==> config.mk <==
export PLATFORM = sky130hd
export DESIGN_NAME = sysdesc_regs
export DESIGN_NICKNAME = d
export VERILOG_FILES = /design/src/rtl/sysdesc_pkg.sv /design/src/rtl/sysdesc_policy.sv /design/src/rtl/sysdesc_decode.sv /design/src/rtl/sysdesc_entry.sv /design/src/rtl/sysdesc_regs.sv
export SDC_FILE = /design/constraint.sdc
export NUM_CORES = 1
export LEC_CHECK = 0
export BUFFER_PORTS_ARGS = -buffer_cell sky130_fd_sc_hd__buf_2
export CAP_MARGIN = 20
export CELL_PAD_IN_SITES_DETAIL_PLACEMENT = 1
export CELL_PAD_IN_SITES_GLOBAL_PLACEMENT = 2
export CORE_ASPECT_RATIO = 0.75
export CORE_MARGIN = 2
export CORE_UTILIZATION = 23
export DETAILED_ROUTE_END_ITERATION = 16
export PLACE_DENSITY = 0.74
export SLEW_MARGIN = 5
export SYNTH_ARGS = -nofsm -noshare
export SYNTH_HDL_FRONTEND = slang
export SYNTH_SLANG_ARGS = --single-unit
==> constraint.sdc <==
create_clock -name clk_i -period 1.3 [get_ports clk_i]
set_input_delay 0.065 -clock clk_i [delete_from_list [all_inputs] [get_ports clk_i]]
set_output_delay 0.065 -clock clk_i [all_outputs]
set_load 0.02 [all_outputs]
==> src/rtl/sysdesc_pkg.sv <==
package sysdesc_pkg;

  typedef enum logic [1:0] {
    SZ_BYTE = 2'd0,
    SZ_HALF = 2'd1,
    SZ_WORD = 2'd2,
    SZ_RSVD = 2'd3
  } xfer_size_e;

  typedef enum logic [1:0] {
    ACT_NORMAL = 2'd0,
    ACT_ZERO   = 2'd1,
    ACT_FAULT  = 2'd2
  } access_act_e;

  // capacity of 2^(8+c) bytes -> c; zero capacity -> 0 (absent)
  function automatic logic [7:0] size_code(input longint unsigned bytes);
    logic [7:0] code;
    code = 8'd0;
    if (bytes != 0) begin
      for (int k = 8; k < 40; k++) begin
        if ((longint'(1) << k) == bytes) code = 8'(k - 8);
      end
    end
    return code;
  endfunction

endpackage

==> src/rtl/sysdesc_policy.sv <==
module sysdesc_policy
  import sysdesc_pkg::*;
#(
  parameter int          MID_W    = 3,
  parameter logic [(1<<MID_W)-1:0] CPU_MASK = '1
) (
  input  logic             priv_i,
  input  logic [1:0]       size_i,
  input  logic [1:0]       addr_lo_i,
  input  logic [MID_W-1:0] master_i,
  input  logic             hit_i,
  output access_act_e      act_o
);

  logic fault;
  logic trusted;

  assign trusted = CPU_MASK[master_i];
  // faults first: user mode, size, alignment, then map holes
  assign fault = !priv_i || (size_i != SZ_WORD) || (addr_lo_i != 2'b00) || !hit_i;

  always_comb begin
    if (fault)         act_o = ACT_FAULT;
    else if (!trusted) act_o = ACT_ZERO;
    else               act_o = ACT_NORMAL;
  end

endmodule

==> src/rtl/sysdesc_decode.sv <==
module sysdesc_decode #(
  parameter int ADDR_W   = 6,
  parameter int NUM_MEM  = 4,
  parameter int MEM_BASE = 16
) (
  input  logic [ADDR_W-1:0]  addr_i,
  output logic               sel_cfg_o,
  output logic               sel_core_o,
  output logic [NUM_MEM-1:0] sel_mem_o,
  output logic               hit_o
);

  localparam int IDX_W    = ADDR_W - 2;
  localparam int BASE_IDX = MEM_BASE / 4;

  logic [IDX_W-1:0] idx;
  assign idx = addr_i[ADDR_W-1:2];

  assign sel_cfg_o  = (idx == IDX_W'(0));
  assign sel_core_o = (idx == IDX_W'(1));

  for (genvar g = 0; g < NUM_MEM; g++) begin : g_sel
    assign sel_mem_o[g] = (idx == IDX_W'(BASE_IDX + g));
  end

  assign hit_o = sel_cfg_o || sel_core_o || (|sel_mem_o);

endmodule

==> src/rtl/sysdesc_entry.sv <==
module sysdesc_entry #(
  parameter logic [31:0] INFO  = '0,
  parameter logic [31:0] WMASK = '0
) (
  input  logic        clk_i,
  input  logic        rst_ni,
  input  logic        we_i,
  input  logic [31:0] wdata_i,
  output logic [31:0] value_o
);

  logic [31:0] ctrl_q;

  always_ff @(posedge clk_i or negedge rst_ni) begin
    if (!rst_ni)   ctrl_q <= '0;
    else if (we_i) ctrl_q <= wdata_i & WMASK;
  end

  assign value_o = (INFO & ~WMASK) | ctrl_q;

endmodule

==> src/rtl/sysdesc_regs.sv <==
module sysdesc_regs
  import sysdesc_pkg::*;
#(
  parameter int          ADDR_W    = 6,
  parameter int          MID_W     = 3,
  parameter logic [(1<<MID_W)-1:0] CPU_MASK = 8'h83,
  parameter longint unsigned IC_BYTES = 8192,
  parameter int          IC_WAYS   = 2,
  parameter longint unsigned DC_BYTES = 0,
  parameter int          DC_WAYS   = 0,
  parameter logic [31:0] CORE_INFO = 32'h0000_0C01,
  parameter int          NUM_MEM   = 4,
  parameter int          MEM_BASE  = 16,
  parameter logic [NUM_MEM*32-1:0] MEM_INFO =
    {32'h0000_0000, 32'h0B03_0000, 32'h0C02_0000, 32'h0D01_0000},
  parameter logic [NUM_MEM*32-1:0] MEM_WMASK =
    {32'h0000_0000, 32'h0000_0000, 32'h0000_000F, 32'h0000_00FF}
) (
  input  logic              clk_i,
  input  logic              rst_ni,
  input  logic              req_valid_i,
  output logic              req_ready_o,
  input  logic [ADDR_W-1:0] req_addr_i,
  input  logic              req_we_i,
  input  logic [1:0]        req_size_i,
  input  logic              req_priv_i,
  input  logic [MID_W-1:0]  req_master_i,
  input  logic [31:0]       req_wdata_i,
  output logic              rsp_valid_o,
  output logic [31:0]       rsp_rdata_o,
  output logic              rsp_err_o
);

  localparam logic [31:0] CFG_WORD = {size_code(IC_BYTES), 8'(IC_WAYS),
                                      size_code(DC_BYTES), 8'(DC_WAYS)};

  logic               ready_q;
  logic               acc;
  logic               sel_cfg, sel_core, hit;
  logic [NUM_MEM-1:0] sel_mem;
  access_act_e        act;
  logic               wr_en;
  logic [31:0]        ent_val [NUM_MEM];
  logic [31:0]        mem_rd;
  logic [31:0]        rd_word;

  logic               rsp_valid_q, rsp_err_q;
  logic [31:0]        rsp_rdata_q;

  sysdesc_decode #(
    .ADDR_W  (ADDR_W),
    .NUM_MEM (NUM_MEM),
    .MEM_BASE(MEM_BASE)
  ) u_dec (
    .addr_i    (req_addr_i),
    .sel_cfg_o (sel_cfg),
    .sel_core_o(sel_core),
    .sel_mem_o (sel_mem),
    .hit_o     (hit)
  );

  sysdesc_policy #(
    .MID_W   (MID_W),
    .CPU_MASK(CPU_MASK)
  ) u_pol (
    .priv_i   (req_priv_i),
    .size_i   (req_size_i),
    .addr_lo_i(req_addr_i[1:0]),
    .master_i (req_master_i),
    .hit_i    (hit),
    .act_o    (act)
  );

  assign acc   = req_valid_i && ready_q;
  assign wr_en = acc && req_we_i && (act == ACT_NORMAL);

  for (genvar g = 0; g < NUM_MEM; g++) begin : g_ent
    sysdesc_entry #(
      .INFO (MEM_INFO[g*32 +: 32]),
      .WMASK(MEM_WMASK[g*32 +: 32])
    ) u_ent (
      .clk_i  (clk_i),
      .rst_ni (rst_ni),
      .we_i   (wr_en && sel_mem[g]),
      .wdata_i(req_wdata_i),
      .value_o(ent_val[g])
    );
  end

  always_comb begin
    mem_rd = '0;
    for (int i = 0; i < NUM_MEM; i++) begin
      if (sel_mem[i]) mem_rd = mem_rd | ent_val[i];
    end
  end

  always_comb begin
    if (sel_cfg)       rd_word = CFG_WORD;
    else if (sel_core) rd_word = CORE_INFO;
    else               rd_word = mem_rd;
  end

  always_ff @(posedge clk_i or negedge rst_ni) begin
    if (!rst_ni) ready_q <= 1'b0;
    else         ready_q <= 1'b1;
  end

  always_ff @(posedge clk_i or negedge rst_ni) begin
    if (!rst_ni) begin
      rsp_valid_q <= 1'b0;
      rsp_err_q   <= 1'b0;
      rsp_rdata_q <= '0;
    end else begin
      rsp_valid_q <= acc;
      rsp_err_q   <= acc && (act == ACT_FAULT);
      rsp_rdata_q <= (acc && !req_we_i && act == ACT_NORMAL) ? rd_word : '0;
    end
  end

  assign req_ready_o = ready_q;
  assign rsp_valid_o = rsp_valid_q;
  assign rsp_rdata_o = rsp_rdata_q;
  assign rsp_err_o   = rsp_err_q;

endmodule

==> results by group <==
Detailed routing
  • Final WL: just under 3 mm
  • DR pass1 iterations: 3
  • Vias per cell: approximately 3.8
  • Starting DRT DRC Count: 34
  • Post-route DRC: 0
  • DR WL/cell: around 12 microns
  • DR vias: between 900 and 1000
  • Final ANT Viol Nets: 0

Synthesis
  • Asr flop ratio synth: 1.00
  • Post-Syn Instances: about 110
  • Top-area cell type share of the netlist area: 0.539
  • XOR/XNOR Fraction of Synth Area: 0
  • Largest family of logic cells by synthesized area: simple AND/OR/NAND/NOR gates
  • Top FF cell, synth: dfrtp_1
  • Post-synth top area cell: dfrtp_1
  • Synth Area in Compound Gates: 0.0404
  • Post-Synth Simple-Gate Area: 0.164
  • Most frequent cells after synthesis: dfrtp_1, buf_4, mux2_4
  • Post-synthesis sequential area ratio: 0.539
  • Most instantiated library cell after synthesis: dfrtp_1
  • Synth cell types: 32
  • Synthesized cell area: 1390 sq um
  • Number of synthesized flops with an enable pin: 0
  • FF+latch count, synth: 30
  • Post-synthesis mux area share: 0.140
  • Synth warnings: 0
  • Top cells by area, synth: dfrtp_1, buf_4, mux2_4
  • Adder-Cell Fraction of Synth Area: 0
  • Mapped Avg Cell Area: approximately 13 sq um

Finish
  • Sequential cell area: 752 sq um
  • Area Growth Syn to Fin: 35.8%
  • Filler Cells Inserted: about 670
  • Nets: approximately 220
  • Core Util, Final: 0.325
  • Share of layout cells above drive strength 1: 0.523
  • Area of the multi-input gates: between 500 and 600 sq um
  • Ant diodes: 0

Clock tree
  • CTS tree: done
  • CTS Sinks: 30
  • Clock-pin slew on the worst setup and hold paths: about 0.060 ns
  • TritonCTS Buffers: 5
  • Clock Latency Late Sink: around 0.28 ns
  • H-Tree Depth: 2
  • CTS root buf: clkbuf_8
  • Max clock buf depth: 2

Power and ir drop
  • Worst vdd ir: approximately 0.26 mV
  • Pwr Density: 1010 nW/um^2
  • Leak pwr: between 1 and 1.5 nW

Setup path
  • Worst path slowest cell: dfrtp_2
  • CP max stage delay: around 0.36 ns
  • WS Path Type: reg2reg
  • Worst EP required: about 1.5 ns
  • CP Cell Sequence: and3b_1 -> o211a_1 -> and3_4 -> buf_12 -> mux2_4
  • RR Endpoint: g_ent[0].u_ent.ctrl_q[3]
  • CP startpoint kind: flip-flop
  • Critical-path maximum fanout: 8
  • Reg2Reg Depth: 5
  • Critical path capture point type: flip-flop
  • Reg-to-reg slack, setup: -0.11 ns
  • Worst Path Arrival: about 1.6 ns
  • Launch point of the worst reg-to-reg path: req_ready_o

STA
  • Final clock skew: between 0.006 and 0.007 ns
  • Final worst slack: -0.109 ns
  • RSZ-0062 raised after global routing: yes
  • Final setup viols: 12
  • Period utilization: 1.08
  • Highest clock rate: roughly 710 MHz
  • Final hold vios: 0
  • Final Critical Period: about 1.4 ns
  • Final Hold Slack: between 0.015 and 0.02 ns
  • Max-slew violation count: 0

Run status
  • Status: finished, violations left
  • Failing checks: setup timing

Global route
  • Global-route wire length before repair: roughly 4.8 mm
  • Pin count of the biggest net entering global routing: 31
  • Total GRT Usage: 0.0956
  • Vias in the first global route: 947
  • Antenna violations before repair: 0
  • GRT overflow: 0

Die
  • Die Span Y: approximately 71 microns
  • Initial core utilization: 0.239
  • Die ar.: between 6000 and 7000 sq um
  • Core area: 5830 sq um
  • Row cnt: 24
  • IO Count: 83
  • Die span in x: around 94 microns

Worst hold path
  • Hold Startpoint: req_wdata_i[4]
  • Hold Path Stages: 2
  • Hold endpoint: g_ent[0].u_ent.ctrl_q[4]
  • Hold Crit Class: in2reg

Placed design
  • Detailed Place HPWL: 2.26 mm
  • GPL Wtd Cong: between 0.7 and 0.8
  • I/O Buffers: 42

Run
  • # Max-Cap Violations: 0
[stage by stage]
stage	area (sq um)	instances	TNS (ns)	total power (W)	setup slack [ns]
floorplan	1450	124	-1.09	0.00108	-0.123
global placement	1730	239	-1.52	0.00115	-0.133
detailed placement	1730	239	-1.93	0.00115	-0.163
CTS	1860	248	-1.10	0.00194	-0.113
global route	1890	250	-1.86	0.00201	-0.158
finish	1890	250	-1.05	0.00191	-0.109
[flip-flops by register name (all words and copies together) (netlist names)]
signal	cells
g_ent.u_ent.ctrl_q	12
rsp_rdata_o	15
req_ready_o	1
rsp_valid_o	1
rsp_err_o	1
[layout make-up]
type / count / area share
clock buffers: 6 / 0.0437
clock inverters: 2 / 0.00661
inverters: 2 / 0.00397
multi-input cells: 73 / 0.309
flip-flops and latches: 30 / 0.397
well taps: 78 / 0.0516
repair buffers: 59 / 0.188
[worst max path at each step]
stage,startpoint,to,slack [ns]
floorplan,req_ready_o,g_ent[0].u_ent.ctrl_q[0],-0.12
global placement,req_size_i[0],g_ent[0].u_ent.ctrl_q[7],-0.13
detailed placement,req_size_i[0],g_ent[0].u_ent.ctrl_q[3],-0.16
CTS,req_ready_o,g_ent[0].u_ent.ctrl_q[3],-0.11
global route,req_ready_o,g_ent[0].u_ent.ctrl_q[3],-0.16
finish,req_ready_o,g_ent[0].u_ent.ctrl_q[3],-0.11
[routing by layer]
metal	track usage	up-vias	share of wire
li1	-	463	-
met1	0.121	436	0.45
met2	0.145	38	0.44
met3	0.0494	4	0.093
met4	0.0242	0	0.011
met5	0	-	0
[where the power goes]
group | internal [W] | switching (W) | leakage (nW)
Sequential | 0.000940 | 0.00000235 | 0.414
Combinational | 0.0000755 | 0.000126 | 0.544
Clock | 0.000424 | 0.000341 | 0.0472
[critical path, delay by kind of cell, from the launching register on]
family / cells / cell delay, ns
AOI/OAI and AO/OA: 1 / 0.16
buffers and inverters: 1 / 0.13
DFF: 1 / 0.36
muxes: 1 / 0.30
and+or+nand+nor: 2 / 0.35
[cell families (layout without fill, tap and decap cells)]
| group | after synthesis | in the layout |
|---|---|---|
| compound gates | 8 | 8 |
| other cells | 2 | 17 |
| flops | 30 | 30 |
| buf+inv | 21 | 69 |
| mux | 15 | 15 |
| simple gates | 33 | 33 |
[placed cells by master, fill, tap and decap left out, types with 3 or more instances in the layout]
master / synthesis / layout
clkbuf_8: 0 / 6
and2_1: 4 / 4
nor2_1: 6 / 6
dfrtp_1: 30 / 29
nor3_1: 4 / 4
a21oi_2: 0 / 3
conb_1: 2 / 17
buf_4: 17 / 14
buf_2: 0 / 42
mux2i_1: 3 / 3
mux2_4: 8 / 8
mux2_2: 4 / 4
[timing repair]
| action | CTS | global route |
|---|---|---|
| hold buffers | 1 | 1 |
| hold endpoints to repair | 30 | 1 |
| setup buffers | 0 | 1 |
| setup endpoints to repair | 15 | 19 |
| pin swaps | 1 | 0 |
| gates resized for setup | 4 | 5 |
(Power assumes the default switching activity.)
